`config.mk`:
```
export PLATFORM = sky130hd
export DESIGN_NAME = mabort_monitor
export DESIGN_NICKNAME = d
export VERILOG_FILES = /design/src/rtl/mabort_pkg.sv /design/src/rtl/mabort_timer.sv /design/src/rtl/mabort_splitdec.sv /design/src/rtl/mabort_status.sv /design/src/rtl/mabort_monitor.sv
export SDC_FILE = /design/constraint.sdc
export NUM_CORES = 1
export LEC_CHECK = 0
export ABC_AREA = 1
export BUFFER_PORTS_ARGS = -buffer_cell sky130_fd_sc_hd__buf_2
export CAP_MARGIN = 20
export CORE_MARGIN = 1.5
export CORE_UTILIZATION = 48
export DETAILED_ROUTE_END_ITERATION = 7
export HOLD_SLACK_MARGIN = 0.12
export PLACE_DENSITY = 0.81
export SLEW_MARGIN = 20
export SYNTH_ARGS = -nofsm -noshare
export SYNTH_HDL_FRONTEND = slang
export SYNTH_HIERARCHICAL = 1
export SYNTH_SLANG_ARGS = --single-unit
```
`constraint.sdc`:
```
create_clock -name clk -period 1.25 [get_ports clk]
set_input_delay 0.125 -clock clk [delete_from_list [all_inputs] [get_ports clk]]
set_output_delay 0.125 -clock clk [all_outputs]
set_load 0.005 [all_outputs]
```
`src/rtl/mabort_pkg.sv`:
```
package mabort_pkg;

   typedef enum logic [1:0] {
      KIND_READ  = 2'b00,
      KIND_WRITE = 2'b01,
      KIND_MSI   = 2'b10,
      KIND_RDCPL = 2'b11
   } xact_kind_e;

   typedef enum logic [1:0] {
      TMR_IDLE  = 2'b00,
      TMR_COUNT = 2'b01,
      TMR_HOLD  = 2'b10
   } tmr_state_e;

endpackage

```
`src/rtl/mabort_timer.sv`:
```
module mabort_timer
   import mabort_pkg::*;
#(
   parameter int CONV_LIMIT = 5,
   parameter int EXT_LIMIT  = 7
) (
   input  logic       clk,
   input  logic       rst_n,
   input  logic       frame_n,
   input  logic       devsel_n,
   input  logic       ext_mode,
   input  logic [1:0] kind_in,
   output logic       abort_o,
   output logic [1:0] kind_o
);

   localparam int MAX_LIMIT = (EXT_LIMIT > CONV_LIMIT) ? EXT_LIMIT : CONV_LIMIT;
   localparam int CNT_W     = $clog2(MAX_LIMIT + 1);
   localparam logic [CNT_W-1:0] CONV_LAST = CNT_W'(CONV_LIMIT - 1);
   localparam logic [CNT_W-1:0] EXT_LAST  = CNT_W'(EXT_LIMIT - 1);

   tmr_state_e       state_q;
   logic [CNT_W-1:0] cnt_q;
   logic [CNT_W-1:0] last_q;
   logic [1:0]       kind_q;
   logic             expire;

   // window closes on the edge where the count reaches the latched limit
   assign expire  = (state_q == TMR_COUNT) && !frame_n && devsel_n && (cnt_q == last_q);
   assign abort_o = expire;
   assign kind_o  = kind_q;

   always_ff @(posedge clk or negedge rst_n) begin
      if (!rst_n) begin
         state_q <= TMR_IDLE;
         cnt_q   <= '0;
         last_q  <= CONV_LAST;
         kind_q  <= KIND_READ;
      end else begin
         unique case (state_q)
            TMR_IDLE: begin
               if (!frame_n) begin
                  cnt_q  <= '0;
                  last_q <= ext_mode ? EXT_LAST : CONV_LAST;
                  kind_q <= kind_in;
                  state_q <= devsel_n ? TMR_COUNT : TMR_HOLD;
               end
            end
            TMR_COUNT: begin
               if (frame_n) begin
                  state_q <= TMR_IDLE;
               end else if (!devsel_n || expire) begin
                  state_q <= TMR_HOLD;
               end else begin
                  cnt_q <= cnt_q + 1'b1;
               end
            end
            TMR_HOLD: begin
               if (frame_n) state_q <= TMR_IDLE;
            end
            default: state_q <= TMR_IDLE;
         endcase
      end
   end

endmodule

```
`src/rtl/mabort_splitdec.sv`:
```
module mabort_splitdec #(
   parameter int               CLASS_W     = 4,
   parameter int               INDEX_W     = 8,
   parameter logic [CLASS_W-1:0] ABORT_CLASS = 4'h1,
   parameter logic [INDEX_W-1:0] ABORT_INDEX = 8'h00,
   parameter bit               SPLIT_EN    = 1'b1
) (
   input  logic               msg_valid,
   input  logic               ext_mode,
   input  logic [CLASS_W-1:0] msg_class,
   input  logic [INDEX_W-1:0] msg_index,
   output logic               hit_o
);

   generate
      if (SPLIT_EN) begin : g_decode
         assign hit_o = msg_valid && ext_mode &&
                        (msg_class == ABORT_CLASS) && (msg_index == ABORT_INDEX);
      end else begin : g_absent
         logic unused_in;
         assign unused_in = msg_valid ^ ext_mode ^ (^msg_class) ^ (^msg_index);
         assign hit_o     = 1'b0;
      end
   endgenerate

endmodule

```
`src/rtl/mabort_status.sv`:
```
module mabort_status #(
   parameter int STAT_W = 16
) (
   input  logic              clk,
   input  logic              rst_n,
   input  logic [STAT_W-1:0] set_i,
   input  logic              clr_valid,
   input  logic [STAT_W-1:0] clr_mask,
   output logic [STAT_W-1:0] stat_o
);

   logic [STAT_W-1:0] bits_q;

   generate
      for (genvar b = 0; b < STAT_W; b++) begin : g_bit
         always_ff @(posedge clk or negedge rst_n) begin
            if (!rst_n)                         bits_q[b] <= 1'b0;
            else if (set_i[b])                  bits_q[b] <= 1'b1;
            else if (clr_valid && clr_mask[b])  bits_q[b] <= 1'b0;
         end
      end
   endgenerate

   assign stat_o = bits_q;

endmodule

```
`src/rtl/mabort_monitor.sv`:
```
module mabort_monitor
   import mabort_pkg::*;
#(
   parameter int STAT_W      = 16,
   parameter int CONV_LIMIT  = 5,
   parameter int EXT_LIMIT   = 7,
   parameter int MA_BIT      = 13,
   parameter int SERR_BIT    = 14,
   parameter int SPLIT_BIT   = 9,
   parameter int CLASS_W     = 4,
   parameter int INDEX_W     = 8,
   parameter int ABORT_CLASS = 1,
   parameter int ABORT_INDEX = 0,
   parameter bit SPLIT_EN    = 1'b1
) (
   input  logic              clk,
   input  logic              rst_n,
   input  logic              frame_n,
   input  logic              devsel_n,
   input  logic              ext_mode,
   input  logic [1:0]        xact_kind,
   input  logic              serr_en,
   input  logic              msg_valid,
   input  logic [CLASS_W-1:0] msg_class,
   input  logic [INDEX_W-1:0] msg_index,
   input  logic              clr_valid,
   input  logic [STAT_W-1:0] clr_mask,
   input  logic              dma_start,
   output logic [STAT_W-1:0] status,
   output logic              serr_n,
   output logic              dma_err,
   output logic              dma_act
);

   generate
      if (CONV_LIMIT < 1 || EXT_LIMIT < 1) begin : g_bad_limit
         $error("device-select limits must be at least one clock");
      end
      if (MA_BIT >= STAT_W || SERR_BIT >= STAT_W || SPLIT_BIT >= STAT_W) begin : g_bad_pos
         $error("status bit position outside status word");
      end
      if (MA_BIT == SERR_BIT || MA_BIT == SPLIT_BIT || SERR_BIT == SPLIT_BIT) begin : g_bad_dup
         $error("status bit positions must be distinct");
      end
   endgenerate

   logic              to_abort;
   logic [1:0]        to_kind;
   logic              split_abort;
   logic              abort_any;
   logic              serr_fire;
   logic [STAT_W-1:0] set_vec;

   mabort_timer #(
      .CONV_LIMIT (CONV_LIMIT),
      .EXT_LIMIT  (EXT_LIMIT)
   ) u_timer (
      .clk      (clk),
      .rst_n    (rst_n),
      .frame_n  (frame_n),
      .devsel_n (devsel_n),
      .ext_mode (ext_mode),
      .kind_in  (xact_kind),
      .abort_o  (to_abort),
      .kind_o   (to_kind)
   );

   mabort_splitdec #(
      .CLASS_W     (CLASS_W),
      .INDEX_W     (INDEX_W),
      .ABORT_CLASS (CLASS_W'(ABORT_CLASS)),
      .ABORT_INDEX (INDEX_W'(ABORT_INDEX)),
      .SPLIT_EN    (SPLIT_EN)
   ) u_split (
      .msg_valid (msg_valid),
      .ext_mode  (ext_mode),
      .msg_class (msg_class),
      .msg_index (msg_index),
      .hit_o     (split_abort)
   );

   assign abort_any = to_abort || split_abort;
   assign serr_fire = to_abort && (to_kind == KIND_MSI) && serr_en;

   always_comb begin
      set_vec            = '0;
      set_vec[MA_BIT]    = abort_any;
      set_vec[SERR_BIT]  = serr_fire;
      set_vec[SPLIT_BIT] = split_abort;
   end

   mabort_status #(
      .STAT_W (STAT_W)
   ) u_status (
      .clk       (clk),
      .rst_n     (rst_n),
      .set_i     (set_vec),
      .clr_valid (clr_valid),
      .clr_mask  (clr_mask),
      .stat_o    (status)
   );

   always_ff @(posedge clk or negedge rst_n) begin
      if (!rst_n) begin
         serr_n  <= 1'b1;
         dma_err <= 1'b0;
         dma_act <= 1'b0;
      end else begin
         serr_n <= !serr_fire;
         if (abort_any) begin
            dma_err <= 1'b1;
            dma_act <= 1'b0;
         end else if (dma_start) begin
            dma_err <= 1'b0;
            dma_act <= 1'b1;
         end
      end
   end

endmodule

```
==> impl_metrics.yaml, run 1 <==
hold_path:
  hp-start: "msg_class[2]"
  hold_path.class: "in -> reg"
  holdPathStages: 6
  hold-path-endpoint: "u_status/stat_o[9]$_DFFE_PN0P_"
setup_path:
  r2r_slack_ps: 60
  critPathLaunchType: "flip-flop"
  crit_type: "reg -> reg"
  worstPathRequired_ps: 1510
  r2r_start: "u_timer/cnt_q[1]$_DFFE_PN0P_"
  cp-startpoint: "u_timer/cnt_q[1]$_DFFE_PN0P_"
  worstRegToRegCells: 9
  r2r_end: "u_status/stat_o[14]$_DFFE_PN0P_"
  critPathCaptureType: "flip-flop"
  crit_path_max_fanout: 4
  crit_arrival_ps: 1450
die:
  die_w_um: 56.2
  io_pins: 58
  start_util: 0.501
  die_h_um: 56.2
  dieArea_um2: 3160
  core_area_um2: 2710
  fp-row-count: 19
routing:
  wl_met3_um: 126
  drt-total-wl_mm: 3.05
  vias: 1297
  top_layer: "met4"
  route.met2.wl_mm: 1.55
  drtAntennaViolNets: 0
  wire_per_inst_um: 9.85
  drc: 0
  drt-met1-wl_mm: 1.32
  vias_per_cell: 4.20
  drtIter0Drc: 39
  dr.pass1.iters: 4
global_route:
  antenna_found_initial: 0
  grt_pass1_vias: 1217
  grt_pass1_wl_mm: 4.99
  grt_overflow: 0
  grtUsageTotal: 0.202
  grt_start_max_net_pins: 28
clock_network:
  cts_buffers: 3
  htree_levels: 1
  insertion_delay_ps: 310
  root_buffer: "clkbuf_4"
  path_clk_slew_ps: 140
  cts.sinks: 27
  clockBufferDepth: 2
  cts_tree: "yes"
cells_and_area:
  drive_gt1_frac: 0.331
  nNetsFinal: 319
  diodes: 0
  area_delta_synth_final_pct: 48.7
  fillers: 216
  utilization: 0.745
sta:
  final.setup.tns_ps: 0
  fmax_mhz: 837
  fin_crit_sh: 0.955
  finalSetupViolCount: 0
  setup_slack_ps: 55.8
  max_slew_margin: 0.600
  hold_violations: 0
  maxSlewViolCount: 0
  period_needed_ps: 1190
  clock-skew-final_ps: 5.90
  rsz0062_at_grt: "yes"
  worst_slew_pin_slew_ps: 601
placed_design:
  gp_congestion: 0.799
  dp_slack_ps: 22.9
  dp_hpwl_mm: 2.03
  io_buffers: 57
yosys:
  yosysSeqAreaShare: 0.499
  post_synth_num_cell_types: 20
  synth_area_per_cell_um2: 7.58
  ys_warn_count: 6
  yosys_register_bits: 27
  syn_area_um2: 1360
  synth_cells: 179
power_and_ir_drop:
  power.density_cell_area_nw_per_um2: 835
  leakage_nw: 1.11
  vdd_drop_max_mv: 0.730
  power_mw: 1.69
job:
  cap_violations: 0
status:
  run_status: "finished, final reports clean"
synthesized netlist by cell type, drive strengths merged:
library cell  number  area (um^2)
a21oi              1         5.00
and3               1         7.51
buf                2         31.3
conb               1         3.75
dfrtp             26          651
dfstp              1         26.3
ha                 1         12.5
inv               40          150
nand2             78          325
nand3              8         40.0
nand3b             1         7.51
nand4              1         12.5
nor2              17         76.3
xnor2              1         8.76
through the flow:
step                      area [um^2]  instances  hold slack [ps]
after floorplan                  1400        191             -171
after global routing             2020        309              196
final                            2020        309              165
after detailed placement         1710        279              159
after global placement           1710        279              159
after CTS                        1980        308              161
worst max-delay path, cell delays in order (launching register included):
cell and delay (ps):
dfrtp_1 430, inv_1 70, nand2_2 70, and3_4 180, nand3_2 70, inv_2 90
nand2_2 50, nor2_1 90, inv_1 50, nand2_1 50
cell families after synthesis:
group,Yosys count,share of synthesized area
and+or+nand+nor,106,0.346
buffers and inverters,42,0.134
DFF,27,0.499
AOI/OAI and AO/OA,1,0.00368
xor gates and xnor gates,1,0.00645
adders and majority gates,1,0.00922
other,1,0.00276
cells in the final DEF, fill, tap and decap left out, types with 4 or more instances in the layout:
cell type	synthesis	routed
nand2_1	67	64
buf_2	0	57
inv_1	37	35
dfrtp_1	26	26
dlygate4sd3_1	0	24
nor2_1	14	14
nand2_2	10	13
conb_1	1	13
nand3_1	8	7
inv_2	3	5
buf_4	0	4
per-layer routing:
| layer | vias up | GRT usage |
|---|---|---|
| li1 | 700 | - |
| met1 | 559 | 0.245 |
| met2 | 34 | 0.378 |
| met3 | 4 | 0.0233 |
| met4 | 0 | 0.0510 |
| met5 | - | 0 |
registers in the layout (all words and copies together), names as in the netlist:
signal / flops
u_timer/last_q: 1
u_status/stat_o: 16
dma_act: 1
dma_err: 1
serr_n: 1
u_timer/cnt_q: 3
u_timer/kind_o: 2
u_timer/state_q: 2
worst max path at each step:
stage	to	slack, ps	cells past startpoint
finish	u_status/stat_o[14]$_DFFE_PN0P_	60	9
global route	u_timer/cnt_q[2]$_DFFE_PN0P_	-20	6
CTS	u_status/stat_o[14]$_DFFE_PN0P_	10	8
detailed placement	u_status/stat_o[14]$_DFFE_PN0P_	20	9
global placement	u_status/stat_o[14]$_DFFE_PN0P_	90	9
floorplan	u_status/stat_o[14]$_DFFE_PN0P_	110	8
where the power goes:
part           switching, mW  internal [mW]  leakage (nW)
logic                  0.179          0.180         0.786
registers             0.0381          0.930         0.308
clock network          0.233          0.124        0.0150
total                  0.451           1.23          1.11
timing repair:
item | CTS | global route
hold endpoints to repair | 49 | 0
setup buffers | 1 | 1
pin swaps | 0 | 5
gates resized for setup | 0 | 9
hold buffers | 24 | 0
setup endpoints to repair | 1 | 5
final cells by class:
type	instances	area (um^2)	area share
Clock buffer	4	26.3	0.0130
Inverter	40	150	0.0744
Sequential cell	27	677	0.335
Tap cell	31	38.8	0.0192
Timing Repair Buffer	85	556	0.275
Multi-Input combinational cell	122	571	0.283
(Power assumes the default switching activity.)
==> run 2: changes to the inputs <==
--- a/config.mk
+++ b/config.mk
@@ -9,12 +9,12 @@
 export BUFFER_PORTS_ARGS = -buffer_cell sky130_fd_sc_hd__buf_2
 export CAP_MARGIN = 20
 export CORE_MARGIN = 1.5
-export CORE_UTILIZATION = 48
+export CORE_UTILIZATION = 41
 export DETAILED_ROUTE_END_ITERATION = 7
 export HOLD_SLACK_MARGIN = 0.12
-export PLACE_DENSITY = 0.81
+export PLACE_DENSITY = 0.8
 export SLEW_MARGIN = 20
 export SYNTH_ARGS = -nofsm -noshare
 export SYNTH_HDL_FRONTEND = slang
-export SYNTH_HIERARCHICAL = 1
 export SYNTH_SLANG_ARGS = --single-unit
+export TNS_END_PERCENT = 5
==> impl_metrics.yaml, run 2 <==
status:
  run_status: "finished, final reports clean"
setup_path:
  cpLargestDelayFamily: "buffers and inverters"
  crit_path_max_fanout: 4
  cp_common_cell: "nand2_1"
  crit_arrival_ps: 1340
  crit_type: "in -> reg"
  cpMaxStageDelayCell: "dlygate4sd3_1"
  worstPathRequired_ps: 1430
  cpPeakStageDelay_ps: 530
  critPathLaunchType: "primary input"
  critPathCaptureType: "flip-flop"
  r2r_slack_ps: 100
  crit_chain: "dlygate4sd3_1 -> buf_2 -> inv_1 -> nor2_1 -> nand2_1 -> nand2_1 -> nand2_1 -> nand2_1"
  timing.critical_path.buf_inv: 3
sta:
  period_needed_ps: 1160
  finalSetupViolCount: 0
  rsz0062_at_grt: "no"
  setup_slack_ps: 89.3
  fin_crit_sh: 0.929
  final.setup.tns_ps: 0
  fmax_mhz: 862
  clock-skew-final_ps: 7.93
  hold_violations: 0
  maxSlewViolCount: 0
routing:
  drtIter0Drc: 7
  drtAntennaViolNets: 0
  wire_per_inst_um: 9.52
  drt-met1-wl_um: 638
  vias_per_cell: 4.30
  wl_met3_um: 71
  vias: 800
  route.met2.wl_mm: 1.01
  dr.pass1.iters: 4
  drc: 0
  drt-total-wl_mm: 1.77
  top_layer: "met4"
clock_network:
  cts_setup_buffers: 0
  htree_levels: 1
  clockBufferDepth: 2
  insertion_delay_ps: 290
  root_buffer: "clkbuf_4"
  cts.sinks: 14
  path_clk_slew_ps: 90
  cts_tree: "yes"
  cts.repair.resized: 0
  cts_buffers: 3
yosys:
  ys.flop_type: "dfrtp_1"
  synth_cells: 116
  ys_warn_count: 0
  async_flop_share: 1.00
  yosys_register_bits: 14
  yosys.area.top_type_share: 0.375
  yosysMostFrequentCell: "nand2_1"
  synth_area_per_cell_um2: 7.49
  yosysTopAreaCell: "dfrtp_1"
  yosysSeqAreaShare: 0.405
  syn_area_um2: 868
  synthTopCellsByArea: "dfrtp_1 (37%), nand2_1 (14%), buf_4 (11%)"
  synth_commonest_cells: "nand2_1 (33), nor2_1 (15), buf_4 (13), dfrtp_1 (13), inv_1 (12)"
  synth-edff-count: 0
  post_synth_num_cell_types: 20
die:
  io_pins: 58
  core_area_um2: 1980
  start_util: 0.438
  dieArea_um2: 2400
  die_h_um: 49.0
  die_w_um: 49.0
  fp-row-count: 16
placed_design:
  io_buffers: 31
  place_area_um2: 1000
  dp_hpwl_mm: 1.35
  gp_congestion: 0.721
  placed_cells: 173
  dp_slack_ps: 119
job:
  cap_violations: 0
cells_and_area:
  drive_gt1_frac: 0.296
  nNetsFinal: 200
  area_delta_synth_final_pct: 30.3
  mostFrequentLayoutCell: "nand2_1"
  diodes: 0
  fin_cells: 186
  fin_area_um2: 1130
  layout_common_cells: "nand2_1 (33), buf_2 (31), nor2_1 (15)"
power_and_ir_drop:
  leakage_nw: 0.659
  power.density_cell_area_nw_per_um2: 1140
  power_mw: 1.28
  vdd_drop_max_mv: 0.562
global_route:
  grt_start_max_net_pins: 15
  grt_pass1_vias: 845
  grtUsageTotal: 0.175
  grt_overflow: 0
  antenna_found_initial: 0
  grt_pass1_wl_mm: 3.22
hold_path:
  hold_path.class: "in -> reg"
[run 2: cell types whose count changed in the layout (fill, tap and decap cells not counted), sizes merged]
cell / previous run / this run
nand3: 8 / 11
buf: 61 / 31
inv: 40 / 13
dfrtp: 26 / 13
o21ai: 0 / 1
nor2: 17 / 19
dlygate4sd3: 24 / 9
nand4: 1 / 2
and3: 1 / 0
nand2: 78 / 37
a21oi: 1 / 2
nand3b: 1 / 0
clkinv: 0 / 1
[run 2: worst min-delay path, cell delays in order]
cell and delay [ps]:
buf_2 100, nand2_1 50, nand2_1 50, nand2_1 50
[run 2: routing by layer]
layer  GRT usage  vias to the layer above
met4      0.0952                        0
met2       0.352                       25
met5           0                        -
met1       0.163                      356
li1            -                      412
met3      0.0276                        7
[run 2: kinds of logic (layout without fill, tap and decap cells)]
logic type | Yosys count | after routing | share of synthesized area
buf+inv | 27 | 58 | 0.174
fa+ha+maj | 1 | 1 | 0.0144
other cells | 1 | 13 | 0.00432
flops | 14 | 14 | 0.405
xor+xnor | 1 | 1 | 0.0101
simple gates | 69 | 69 | 0.370
compound gates | 3 | 3 | 0.0216
[run 2: path summary, 6_finish.rpt]
kind,from,to,cells past startpoint
max,devsel_n,u_timer.cnt_q[2]$_DFFE_PN0P_,8
min,clr_valid,u_status.stat_o[9]$_DFFE_PN0P_,4
max reg2reg,u_timer.state_q[1]$_DFFE_PN0P_,u_timer.cnt_q[2]$_DFFE_PN0P_,6
min reg2reg,u_timer.kind_o[0]$_DFFE_PN0P_,u_timer.kind_o[0]$_DFFE_PN0P_,2
max in group asynchronous,rst_n,serr_n$_DFF_PN1_,2
min in group asynchronous,rst_n,u_timer.cnt_q[2]$_DFFE_PN0P_,2
[run 2: layout make-up]
class	instances	area [um^2]
Fill cell	183	851
Multi-Input combinational cell	87	410
Sequential cell	14	352
Timing Repair Buffer	40	245
Inverter	14	53.8
Clock buffer	4	36.3
Tap cell	27	33.8
[run 2: what timing repair did]
| item | 4_1_cts | 5_1_grt |
|---|---|---|
| hold buffers | 9 | 0 |
| endpoints found under the hold margin | 22 | 0 |
| endpoints found under the setup margin | 0 | 0 |
[run 2: per-stage QoR]
step | hold WS, ps | util
floorplan | -171 | -
global placement | 26.2 | 0.507
detailed placement | 31.9 | 0.507
CTS | 123 | 0.571
global route | 150 | 0.571
finish | 122 | 0.571
[run 2: power breakdown]
part | leakage [nW] | total [mW] | internal [mW] | switching, mW
logic | 0.461 | 0.363 | 0.141 | 0.222
registers | 0.177 | 0.591 | 0.527 | 0.0640
clock network | 0.0210 | 0.330 | 0.178 | 0.152
total | 0.659 | 1.28 | 0.845 | 0.439
